### src/rtl/pp_fifo_pkg.sv
package pp_fifo_pkg;

    localparam logic [1:0] XFER_NONE = 2'd0;
    localparam logic [1:0] XFER_ONE  = 2'd1;
    localparam logic [1:0] XFER_TWO  = 2'd2;

    // Access request presented to one byte FIFO in a cycle.
    typedef struct packed {
        logic [1:0]  push_n;   // bytes written: 0, 1 or 2
        logic [15:0] wdata;    // [7:0] goes in first
        logic [1:0]  pop_n;    // bytes removed: 0, 1 or 2
    } fifo_req_t;

endpackage

### src/rtl/pp_byte_fifo.sv
module pp_byte_fifo
    import pp_fifo_pkg::*;
#(
    parameter int DEPTH = 16,
    localparam int AW = $clog2(DEPTH),
    localparam int CW = AW + 1
) (
    input  logic          clk,
    input  logic          rst_n,
    input  fifo_req_t     req,
    output logic [7:0]    head_lo,
    output logic [7:0]    head_hi,
    output logic [CW-1:0] count
);

    typedef struct packed {
        logic [DEPTH-1:0][7:0] mem;
        logic [AW-1:0]         wp;
        logic [AW-1:0]         rp;
        logic [CW-1:0]         cnt;
    } fifo_st_t;

    fifo_st_t s_d, s_q;

    always_comb begin
        s_d = s_q;
        if (req.push_n != XFER_NONE) begin
            s_d.mem[s_q.wp] = req.wdata[7:0];
        end
        if (req.push_n == XFER_TWO) begin
            s_d.mem[s_q.wp + AW'(1)] = req.wdata[15:8];
        end
        s_d.wp  = s_q.wp + AW'(req.push_n);
        s_d.rp  = s_q.rp + AW'(req.pop_n);
        s_d.cnt = s_q.cnt + CW'(req.push_n) - CW'(req.pop_n);
    end

    always_ff @(posedge clk) begin
        if (!rst_n) begin
            s_q <= '0;
        end else begin
            s_q <= s_d;
        end
    end

    assign head_lo = s_q.mem[s_q.rp];
    assign head_hi = s_q.mem[s_q.rp + AW'(1)];
    assign count   = s_q.cnt;

    // The gating in the parent must never let a FIFO over- or under-run.
    AST_NO_OVERFLOW: assert property (@(posedge clk) disable iff (!rst_n)
        (int'(s_q.cnt) + int'(req.push_n) <= DEPTH));
    AST_NO_UNDERFLOW: assert property (@(posedge clk) disable iff (!rst_n)
        (int'(req.pop_n) <= int'(s_q.cnt)));
    AST_CNT_BOUND: assert property (@(posedge clk) disable iff (!rst_n)
        (int'(s_q.cnt) <= DEPTH));

endmodule

### src/rtl/pp_flip_ctrl.sv
module pp_flip_ctrl (
    input  logic clk,
    input  logic rst_n,
    input  logic flip_req,
    input  logic eng_busy,
    output logic sel
);

    typedef struct packed {
        logic sel;
        logic pend;
    } flip_st_t;

    flip_st_t s_d, s_q;
    logic     want;

    always_comb begin
        s_d  = s_q;
        want = flip_req | s_q.pend;
        if (want && !eng_busy) begin
            s_d.sel  = ~s_q.sel;
            s_d.pend = 1'b0;
        end else begin
            s_d.pend = want;
        end
    end

    always_ff @(posedge clk) begin
        if (!rst_n) begin
            s_q <= '0;
        end else begin
            s_q <= s_d;
        end
    end

    assign sel = s_q.sel;

    AST_FLIP_DEFER: assert property (@(posedge clk) disable iff (!rst_n)
        eng_busy |=> $stable(s_q.sel));
    AST_FLIP_SERVE: assert property (@(posedge clk) disable iff (!rst_n)
        (s_q.pend && !eng_busy) |=> (s_q.sel != $past(s_q.sel)));
    AST_FLIP_TAKE: assert property (@(posedge clk) disable iff (!rst_n)
        (flip_req && !eng_busy) |=> (s_q.sel != $past(s_q.sel)));

endmodule

### src/rtl/pp_fifo_pair.sv
module pp_fifo_pair
    import pp_fifo_pkg::*;
#(
    parameter int DEPTH = 16,
    localparam int AW = $clog2(DEPTH),
    localparam int CW = AW + 1
) (
    input  logic        clk,
    input  logic        rst_n,
    input  logic        host_wr,
    input  logic [15:0] host_wdata,
    input  logic        host_wr_single,
    input  logic        host_rd,
    output logic [15:0] host_rdata,
    input  logic        host_flip,
    output logic        host_empty,
    output logic        host_full,
    output logic        alt_empty,
    output logic        host_err,
    output logic        fifo_sel,
    input  logic        eng_push,
    input  logic [7:0]  eng_wdata,
    input  logic        eng_pop,
    output logic [7:0]  eng_rdata,
    input  logic        eng_busy
);

    typedef struct packed {
        logic err;
    } top_st_t;

    top_st_t       s_d, s_q;
    logic          sel;
    logic [CW-1:0] fifo_cnt [2];
    logic [7:0]    fifo_lo  [2];
    logic [7:0]    fifo_hi  [2];
    fifo_req_t     fifo_req [2];
    fifo_req_t     host_req, eng_req;

    logic [CW-1:0] host_cnt, alt_cnt;
    logic [1:0]    wr_need, rd_take;
    logic          host_wr_ok, host_rd_ok, eng_push_ok, eng_pop_ok;

    always_comb begin
        host_cnt    = fifo_cnt[sel];
        alt_cnt     = fifo_cnt[~sel];
        wr_need     = host_wr_single ? XFER_ONE : XFER_TWO;
        rd_take     = (host_cnt >= CW'(2)) ? XFER_TWO : XFER_ONE;
        host_wr_ok  = host_wr && ((CW'(DEPTH) - host_cnt) >= CW'(wr_need));
        host_rd_ok  = host_rd && (host_cnt != '0);
        eng_push_ok = eng_push && (alt_cnt != CW'(DEPTH));
        eng_pop_ok  = eng_pop && (alt_cnt != '0);

        host_req.push_n = host_wr_ok ? wr_need : XFER_NONE;
        host_req.wdata  = host_wdata;
        host_req.pop_n  = host_rd_ok ? rd_take : XFER_NONE;

        eng_req.push_n  = eng_push_ok ? XFER_ONE : XFER_NONE;
        eng_req.wdata   = {8'h00, eng_wdata};
        eng_req.pop_n   = eng_pop_ok ? XFER_ONE : XFER_NONE;

        s_d     = s_q;
        s_d.err = s_q.err | (host_wr && !host_wr_ok) | (host_rd && !host_rd_ok);
    end

    always_ff @(posedge clk) begin
        if (!rst_n) begin
            s_q <= '0;
        end else begin
            s_q <= s_d;
        end
    end

    pp_flip_ctrl u_flip (
        .clk      (clk),
        .rst_n    (rst_n),
        .flip_req (host_flip),
        .eng_busy (eng_busy),
        .sel      (sel)
    );

    for (genvar g = 0; g < 2; g++) begin : g_fifo
        assign fifo_req[g] = (sel == 1'(g)) ? host_req : eng_req;

        pp_byte_fifo #(.DEPTH(DEPTH)) u_fifo (
            .clk     (clk),
            .rst_n   (rst_n),
            .req     (fifo_req[g]),
            .head_lo (fifo_lo[g]),
            .head_hi (fifo_hi[g]),
            .count   (fifo_cnt[g])
        );
    end

    assign host_rdata = {(host_cnt >= CW'(2)) ? fifo_hi[sel] : 8'h00, fifo_lo[sel]};
    assign eng_rdata  = fifo_lo[~sel];
    assign host_empty = (host_cnt == '0);
    assign host_full  = (host_cnt == CW'(DEPTH));
    assign alt_empty  = (alt_cnt == '0);
    assign host_err   = s_q.err;
    assign fifo_sel   = sel;

    AST_ERR_STICKY: assert property (@(posedge clk) disable iff (!rst_n)
        host_err |=> host_err);
    AST_RD_EMPTY_ERR: assert property (@(posedge clk) disable iff (!rst_n)
        (host_rd && host_empty) |=> host_err);
    AST_WR_FULL_HOLD: assert property (@(posedge clk) disable iff (!rst_n)
        (host_full && host_wr && !host_rd && !host_flip) |=> (host_full && host_err));

endmodule

### config.mk
export PLATFORM = sky130hd
export DESIGN_NAME = pp_fifo_pair
export DESIGN_NICKNAME = d
export VERILOG_FILES = /design/src/rtl/pp_fifo_pkg.sv /design/src/rtl/pp_byte_fifo.sv /design/src/rtl/pp_flip_ctrl.sv /design/src/rtl/pp_fifo_pair.sv
export SDC_FILE = /design/constraint.sdc
export NUM_CORES = 1
export LEC_CHECK = 0
export ABC_CLOCK_PERIOD_IN_PS = 7200
export BUFFER_PORTS_ARGS = -buffer_cell sky130_fd_sc_hd__buf_2
export CAP_MARGIN = 0
export CORE_MARGIN = 5
export CORE_UTILIZATION = 40
export CTS_BUF_LIST = sky130_fd_sc_hd__clkbuf_8
export DETAILED_ROUTE_END_ITERATION = 7
export SYNTH_ARGS = -nofsm -noshare
export SYNTH_HDL_FRONTEND = slang
export SYNTH_SLANG_ARGS = --single-unit
### constraint.sdc
create_clock -name clk -period 7.2 [get_ports clk]
set_input_delay 0.36 -clock clk [delete_from_list [all_inputs] [get_ports clk]]
set_output_delay 0.36 -clock clk [all_outputs]
set_load 0.02 [all_outputs]
==> impl_metrics.json <==
{
  "outcome": "complete, no violations",
  "yosysTopAreaCellShare": 0.287,
  "die_h_microns": 233,
  "rr_endpoint": "g_fifo[0].u_fifo.count[4]$_SDFF_PN0_",
  "die_w_microns": 233,
  "skew_ns": 0.0594,
  "synth_largest_area_cell": "dfxtp_1",
  "rsz0062_at_grt": "false",
  "layout.nets": 2214,
  "holdPathEnd": "host_err$_SDFF_PN0_",
  "syn_to_final_growth_pct": 11.0,
  "fillerInstances": 4737,
  "instances_no_fill": 2856,
  "max_freq_mhz": 192,
  "clock-sinks": 285,
  "cts_setup_buffers": 0,
  "insertion_delay_ns": 0.68,
  "rr_worst_depth": 19,
  "cp_data_arrival_time_ns": 5.75,
  "synth_area_sq_um": 19900,
  "critPathLaunchType": "flop",
  "cts.hold.buffers_added": 3,
  "hpwlAfterDp_microns": 51700,
  "synth.most_common_cell": "nand2_1",
  "antenna_found_initial": 0,
  "netSwitchingFraction": 0.459,
  "ys_top_cells_by_count": "nand2_1 (352), dfxtp_1 (285), a21oi_1 (279)",
  "vdd_drop_max_mv": 0.404,
  "async_reset_ff_frac": 0,
  "place_inst": 2751,
  "initial_core_util": 0.406,
  "synth-seq-area-share": 0.287,
  "drc": 0,
  "grt_pass1_wl_microns": 127000,
  "drive_gt1_frac": 0.205,
  "dieArea_sq_um": 54300,
  "combPwrFrac": 0.458,
  "cts.clk_slew.worst_paths_ns": 0.07,
  "rows": 81,
  "cts_resized": 0,
  "ioPinCount": 62,
  "syn_nets": 2276,
  "synth_flop_cell": "dfxtp_1",
  "r2r-start": "u_flip.sel$_SDFFE_PN0P_",
  "cp.required_ns": 7.75,
  "ys_types": 50,
  "routabilityCongestion": 0.966,
  "seqPwrFrac": 0.286,
  "root_buffer": "clkbuf_8",
  "crit_type": "flop to flop",
  "synth_seq_cells": 285,
  "hold_depth": 3,
  "tritoncts": "yes",
  "power_density_nw_per_um2": 312,
  "drt-initial-drc-count": 3218,
  "synth.top_cells.by_area": "dfxtp_1 (29%), mux4_2 (16%), o32ai_1 (11%)",
  "routed_wl_microns": 85500,
  "area.sequential_sq_um": 5720,
  "slew_viol_final": 0,
  "p_switching_mw": 3.16,
  "cts_buffers": 55,
  "setup_viol": 0,
  "power.share.clock": 0.256,
  "finalHoldViolCount": 0,
  "cp_max_fo": 35,
  "holdCritPathClass": "input port to flop",
  "hp-start": "host_wr",
  "grt_overflow_total": 0,
  "syn_area_per_cell_sq_um": 9.01,
  "period_share": 0.723,
  "cts_buffer_depth": 3,
  "dr.pass1.iters": 6,
  "rrSetupSlack_ns": 1.99,
  "vias": 20500,
  "coreArea_sq_um": 49100,
  "ys_warn_count": 0,
  "ant_nets": 0,
  "via_per_inst": 7.17,
  "cellInternalPower_mw": 3.73,
  "p_leak_nw": 6.66,
  "min_period_ns": 5.21,
  "critPathCaptureType": "flop",
  "io_buffers": 61,
  "track_usage": 0.304,
  "max_cap_violations": 0,
  "synth_edf_count": 0,
  "n_antenna_cell": 0,
  "tightestPinTransition_ns": 1.36,
  "synthCells": 2209,
  "htree_levels": 2,
  "first_global_vias": 19200,
  "maxSlewHeadroom": 0.0816,
  "grt_max_degree": 129,
  "tns_ns": 0,
  "post_drt_wl_per_cell_microns": 29.9,
  "multiInputGateArea_sq_um": 13400
}
-- worst max-delay path by stage --
| stage | to | cells past startpoint | slack, ns | start |
|---|---|---|---|---|
| finish | g_fifo[0].u_fifo.count[4]$_SDFF_PN0_ | 19 | 1.99 | u_flip.sel$_SDFFE_PN0P_ |
| CTS | g_fifo[0].u_fifo.count[4]$_SDFF_PN0_ | 19 | 2.07 | u_flip.sel$_SDFFE_PN0P_ |
| global route | g_fifo[0].u_fifo.count[4]$_SDFF_PN0_ | 19 | 1.68 | u_flip.sel$_SDFFE_PN0P_ |
| detailed placement | g_fifo[0].u_fifo.count[4]$_SDFF_PN0_ | 19 | 2.10 | u_flip.sel$_SDFFE_PN0P_ |
| floorplan | g_fifo[0].u_fifo.count[4]$_SDFF_PN0_ | 21 | 1.99 | u_flip.sel$_SDFFE_PN0P_ |
| global placement | g_fifo[0].u_fifo.count[4]$_SDFF_PN0_ | 19 | 2.20 | u_flip.sel$_SDFFE_PN0P_ |
-- logic make-up after synthesis --
family,share of synthesized area
and+or+nand+nor,0.129
muxes,0.189
adders and majority gates,0.0244
xor gates and xnor gates,0.00881
AOI/OAI and AO/OA,0.308
buffers and inverters,0.0549
DFF,0.287
-- cells in the final DEF, fill, tap and decap left out, types with 22 or more instances in the layout --
cell        n
and2_1     23
buf_2      61
o32ai_1   256
ha_1       24
mux4_2    144
mux2i_1    22
clkbuf_8   71
nand2_1   347
inv_1      50
a211oi_1  262
o21ai_1    30
nand3_1    41
buf_4      60
nor4b_2    28
o21ai_0    22
dfxtp_1   282
a21oi_1   278
-- through the flow --
step	util	instance area, sq um	total power [mW]	setup WS [ns]	hold WS [ns]
final	0.450	22100	6.89	1.99	0.0985
after global routing	0.450	22100	7.13	1.68	0.0904
after CTS	0.450	22100	6.78	2.07	0.0573
after detailed placement	0.426	20900	5.04	2.10	0.499
after global placement	0.426	20900	5.01	2.20	0.463
after floorplan	-	19900	4.06	1.99	0.443
-- power by group through the flow --
stage | clock [mW] | combinational [mW] | sequential (mW)
6_report | 1.76 | 3.15 | 1.97
4_1_cts | 1.76 | 3.06 | 1.97
3_5_place_dp | 0 | 3.05 | 2.00
2_1_floorplan | 0 | 2.22 | 1.84
5_1_grt | 1.84 | 3.29 | 1.99
3_3_place_gp | 0 | 3.02 | 1.99
-- layout make-up --
type | instances | area share
clock inverters | 31 | 0.00889
flip-flops and latches | 285 | 0.259
repair buffers | 126 | 0.0374
multi-input cells | 1644 | 0.607
well taps | 664 | 0.0376
clock buffers | 71 | 0.0442
inverters | 35 | 0.00595
-- metal layers --
metal	part of all wire	wire length [microns]	global-route usage
met5	0	0	0
met4	0.048	4090	0.119
met2	0.42	36200	0.441
met3	0.13	11400	0.0888
met1	0.40	33800	0.427
-- critical path: stages (launching register included) --
cell	delay (ns)
dfxtp_4	0.69
buf_4	0.56
nor3_1	0.13
a31oi_1	0.25
nor2_1	0.10
ha_1	0.29
nor2b_1	0.14
o21a_1	0.17
o31ai_4	0.08
buf_4	0.56
and3_1	0.36
a21oi_1	0.11
ha_1	0.32
inv_1	0.04
ha_1	0.21
fa_1	0.48
a21o_1	0.18
a21oi_1	0.17
xnor2_1	0.08
and2_1	0.15
-- flip-flops by register name, indices dropped and copies added, names as in the netlist --
name,flops
g_fifo.u_fifo.s_q,272
u_flip.s_q,1
host_err,1
g_fifo.u_fifo.count,10
u_flip.sel,1
(Power assumes the default switching activity.)
